<file path="config.mk">
export PLATFORM = sky130hd
export DESIGN_NAME = irq_route_regs
export DESIGN_NICKNAME = d
export VERILOG_FILES = /design/src/rtl/irq_route_regs.sv
export SDC_FILE = /design/constraint.sdc
export NUM_CORES = 2
export LEC_CHECK = 0
export BUFFER_PORTS_ARGS = -buffer_cell sky130_fd_sc_hd__buf_4
export CORE_ASPECT_RATIO = 0.9
export CORE_UTILIZATION = 30
export CTS_CLUSTER_SIZE = 8
export DETAILED_ROUTE_END_ITERATION = 7
export PLACE_DENSITY = 0.47
export SYNTH_ARGS = -nofsm -noshare
export SYNTH_HDL_FRONTEND = slang
export SYNTH_SLANG_ARGS = --single-unit
</file>
<file path="constraint.sdc">
create_clock -name clk -period 4 [get_ports clk]
set_input_delay 1.2 -clock clk [delete_from_list [all_inputs] [get_ports clk]]
set_output_delay 1.2 -clock clk [all_outputs]
set_load 0.01 [all_outputs]
</file>
<file path="src/rtl/irq_route_regs.sv">
module irq_route_regs #(
  parameter int NPINS = 24,
  parameter logic [7:0] VERSION = 8'h11,
  localparam int IDXW = $clog2(NPINS)
) (
  input  logic                  clk,
  input  logic                  rst_n,
  input  logic                  bus_wr,
  input  logic                  bus_rd,
  input  logic [7:0]            bus_addr,
  input  logic [31:0]           bus_wdata,
  output logic [31:0]           bus_rdata,
  input  logic [NPINS-1:0]      set_inservice,
  output logic [8*NPINS-1:0]    route_vector,
  output logic [3*NPINS-1:0]    route_dlv_mode,
  output logic [NPINS-1:0]      route_dest_mode,
  output logic [NPINS-1:0]      route_polarity,
  output logic [NPINS-1:0]      route_inservice,
  output logic [NPINS-1:0]      route_trigger,
  output logic [NPINS-1:0]      route_mask,
  output logic [8*NPINS-1:0]    route_dest,
  output logic                  mask_evt,
  output logic [IDXW-1:0]       mask_evt_pin,
  output logic                  mask_evt_val
);

  localparam logic [7:0] NP8 = 8'(NPINS);
  localparam logic [63:0] ENT_RST = 64'h0000_0000_0001_0000;

  logic [63:0] ent [NPINS];
  logic [7:0]  sel;
  logic [3:0]  id;
  logic [7:0]  ofs;
  logic        in_tab;
  logic [IDXW-1:0] idx;
  logic [63:0] cur, nxt;
  logic [31:0] rd_mux;

  wire sel_wr = bus_wr && bus_addr == 8'h00;
  wire win_wr = bus_wr && bus_addr == 8'h10;

  assign ofs    = sel - 8'h10;
  assign in_tab = (sel >= 8'h10) && ({1'b0, ofs[7:1]} < NP8);
  assign idx    = ofs[IDXW:1];
  assign cur    = in_tab ? ent[idx] : 64'hFFFF_FFFF_FFFF_FFFF;

  always_comb begin
    if (sel[0])
      nxt = {bus_wdata, cur[31:15], cur[14] | set_inservice[idx], cur[13:0]};
    else
      nxt = {cur[63:32], bus_wdata[31:15], 1'b0, bus_wdata[13:0]};
  end

  always_comb begin
    rd_mux = 32'h0;
    if (bus_addr == 8'h00)
      rd_mux = {24'h0, sel};
    else if (bus_addr == 8'h10) begin
      case (sel)
        8'h00, 8'h02: rd_mux = {4'h0, id, 24'h0};
        8'h01:        rd_mux = {8'h0, NP8 - 8'd1, 8'h0, VERSION};
        default:      rd_mux = sel[0] ? cur[63:32] : cur[31:0];
      endcase
    end
  end

  always_ff @(posedge clk or negedge rst_n) begin
    if (!rst_n) begin
      sel          <= 8'h0;
      id           <= 4'h0;
      bus_rdata    <= 32'h0;
      mask_evt     <= 1'b0;
      mask_evt_pin <= '0;
      mask_evt_val <= 1'b0;
      for (int i = 0; i < NPINS; i++) ent[i] <= ENT_RST;
    end else begin
      mask_evt <= 1'b0;
      if (bus_rd) bus_rdata <= rd_mux;
      if (sel_wr) sel <= bus_wdata[7:0];
      if (win_wr && sel == 8'h00) id <= bus_wdata[27:24];
      for (int i = 0; i < NPINS; i++)
        if (set_inservice[i]) ent[i][14] <= 1'b1;
      if (win_wr && in_tab) begin
        ent[idx] <= nxt;
        if (nxt[16] != cur[16]) begin
          mask_evt     <= 1'b1;
          mask_evt_pin <= idx;
          mask_evt_val <= nxt[16];
        end
      end
    end
  end

  for (genvar g = 0; g < NPINS; g++) begin : g_out
    assign route_vector[8*g +: 8]   = ent[g][7:0];
    assign route_dlv_mode[3*g +: 3] = ent[g][10:8];
    assign route_dest_mode[g]       = ent[g][11];
    assign route_polarity[g]        = ent[g][13];
    assign route_inservice[g]       = ent[g][14];
    assign route_trigger[g]         = ent[g][15];
    assign route_mask[g]            = ent[g][16];
    assign route_dest[8*g +: 8]     = ent[g][63:56];
  end

endmodule


</file>
==> results.md <==
* Status: finished, final reports clean
* Fillers at between 20k and 30k
* Worst-path clk slew at 50 ps
* DIE WIDTH at 531 um
* R2r setup slk at 150 ps
* Overflow left after global routing at 0
* Number of global-route vias before repair at 55.6k
* Die Y at 478 um
* Worst hold margin at 324 ps
* RSZ-0062 raised after global routing: no
* Port Buffers at 682
* Via count at 56.6k
* Crit path time final at ~3800 ps
* H-tree depth at 4
* Worst path arrival time at between 4000 and 5000 ps
* Synth cell types at 79
* Max Cap Viol at 0
* Crit end category: flip-flop
* Post-synth EDFFs at 0
* Number of antenna violations at the first check in global routing at 26
* Final critical-path share of the clock period at 96.2%
* Core region area at about 0.25 mm^2
* Clock Path Buffers at 4
* 1st-iter DRT viols at ~4.7k
* Worst-path cell with the longest stage delay: nor2_4
* Reg-to-reg startpoint: sel[4]$_DFFE_PN0P_
* Initial Util at between 30% and 40%
* Worst-Margin Slew at 1310 ps
* Final #Nets at 7449
* Hold buffers post-CTS at 0
* Clock latency on the worst-skew pair at between 800 and 900 ps
* Yosys reg bits at ~1.6k
* Pwr/cell area at 402 mW/mm^2
* Worst slew margin at 12.9%
* Final Setup Violations at 0
* TritonCTS clock tree: done
* Critical path required time at 4760 ps
* Power Total at 35.2 mW
* CP Launch Type: flip-flop
* Total track usage at 23.6%
* First-pass GRT wire length at around 440000 um
* WP buf/inv at 2
* Clk root buf: clkbuf_16
* Delay-heaviest family, CP: simple AND/OR/NAND/NOR gates
* CP cell instances: inv_4 -> ha_1 -> and3b_1 -> a31oi_2 -> nor2_4 -> nand4_1 -> buf_4 -> o31ai_1
* Worst-path fanout max at 27
* WL final at slightly above 300000 um
* Finished Core Util at a little over a third
* CTS buffer count at between 200 and 250
* FF-to-FF path depth at 8
* Share of layout cells above drive strength 1 at a little over a fifth
* Area Overhead vs Synth at 15.8%
* FF-to-FF End: ent[355]$_DFFE_PN0P_
* Number of post-CTS setup repair buffers at 0
* Top FF cell, synth: dfrtp_1
* Yosys warnings at 0
* Average size of a mapped cell at a little over 10 um^2
* Min-Delay Path Class: in2async
* Hpwl dp at 202000 um
* Fmax at between 200 and 300 MHz
* Post-Syn Nets at 7431
* Number of remaining DRC errors at 0
* CP max stage delay at about 900 ps
* Max Slew Vio Count at 0
* Cell count after synthesis at 7358
* Wire length per cell at 28.5 um
* Setup Skew at 78.6 ps
* Drt first pass iters at 6
* Setup Crit Path Kind: reg2reg
* Worst vdd ir at 0.355 mV
* Leak at a little under 40 nW
* CTS resizes at 0
* Gpl congestion at 0.835
* I/O pin cnt at a little under 700
* DRT antenna net count at 0
* Via density per instance at 5.25
* Largest net degree at the start of global routing at 128
* Async set-reset flop share out of synthesis at 100%
* Final hold violations at 0
* Post-synthesis sequential area ratio at a little over half
* Die area at 0.254 mm^2
* Crit path depth at 8
* Row cnt at 174
* CTS sink cnt at 1587
* Post-Route Setup TNS at 0 ps
* Synth Cell Area at 0.0757 mm^2
==> worst max-delay path by stage <==
stage | start | endpoint | slack (ps)
final | sel[4]$_DFFE_PN0P_ | ent[355]$_DFFE_PN0P_ | 150
after global routing | sel[5]$_DFFE_PN0P_ | ent[364]$_DFFE_PN0P_ | 140
after CTS | sel[1]$_DFFE_PN0P_ | route_dlv_mode[36]$_DFFE_PN0P_ | 250
after detailed placement | bus_addr[2] | bus_rdata[26]$_DFFE_PN0P_ | 40
after global placement | bus_addr[2] | bus_rdata[25]$_DFFE_PN0P_ | 90
after floorplan | sel[4]$_DFFE_PN0P_ | route_vector[11]$_DFFE_PN0P_ | 460
==> stage by stage <==
stage	instance area (um^2)	instances	setup slack [ps]
after floorplan	75700	7358	458
after global placement	81700	10500	87.7
after detailed placement	81700	10500	44.8
after CTS	87600	10800	251
after global routing	87600	10800	143
final	87600	10800	151
==> layer usage <==
metal,share of wire (%),GRT usage [%],routed length [um]
met1,45,33.2,138000
met2,46,36.9,140000
met3,6.3,4.13,19500
met4,3.0,7.40,9280
met5,0.012,0,36
==> cell families after synthesis <==
family,after synthesis,share of synthesized area (%)
AO/OA/AOI/OAI,1926,14.4
XOR/XNOR,1,0.0116
adder cells (fa/ha/maj),5,0.0827
buffers and inverters,1250,9.98
flip-flops,1587,52.5
multiplexers,725,13.0
AND/OR/NAND/NOR,1864,9.99
==> where the power goes <==
group | internal (mW) | leakage [nW] | switching [mW] | total [mW]
Sequential | 16.1 | 21.9 | 0.0270 | 16.1
Combinational | 0.574 | 14.0 | 1.45 | 2.03
Clock | 10.0 | 2.88 | 7.05 | 17.1
==> layout make-up <==
| cell class | count | area [um^2] | area share [%] |
|---|---|---|---|
| Multi-Input combinational cell | 4521 | 28700 | 32.8 |
| Sequential cell | 1587 | 39800 | 45.4 |
| Antenna cell | 10 | 25.0 | 0.0286 |
| Clock inverter | 5 | 81.3 | 0.0928 |
| Timing Repair Buffer | 1031 | 9010 | 10.3 |
| Tap cell | 3344 | 4180 | 4.77 |
| Clock buffer | 260 | 5810 | 6.63 |
| Inverter | 11 | 47.5 | 0.0543 |
==> registers in the layout (all words and copies together), names as in the netlist, 32 cells and up <==
name,cells
bus_rdata,32
ent,960
route_dest,192
route_dlv_mode,72
route_vector,192
==> synthesized netlist by cell type, drive strengths merged (45+ instances only) <==
| library cell | instances | share of area, % |
|---|---|---|
| clkbuf | 394 | 2.0 |
| o31ai | 148 | 1.5 |
| nand3 | 88 | 0.58 |
| mux4 | 197 | 5.9 |
| nand2 | 1560 | 7.7 |
| mux2 | 45 | 0.67 |
| a22oi | 144 | 1.4 |
| nor2 | 69 | 0.34 |
| o21ai | 1459 | 9.7 |
| mux2i | 483 | 6.5 |
| dfrtp | 1563 | 52 |
| buf | 845 | 7.9 |
==> cells in the final DEF (no fill, tap or decap), drive strengths merged, types with 43 or more instances in the layout <==
master / n
dfrtp: 1563
nand2: 1560
o21ai: 1459
buf: 1031
mux2i: 483
clkbuf: 260
mux4: 197
o31ai: 148
a22oi: 144
nand3: 88
nor2: 69
mux2: 45
nand4: 43
No activity file was read; power rests on OpenSTA's default activity.
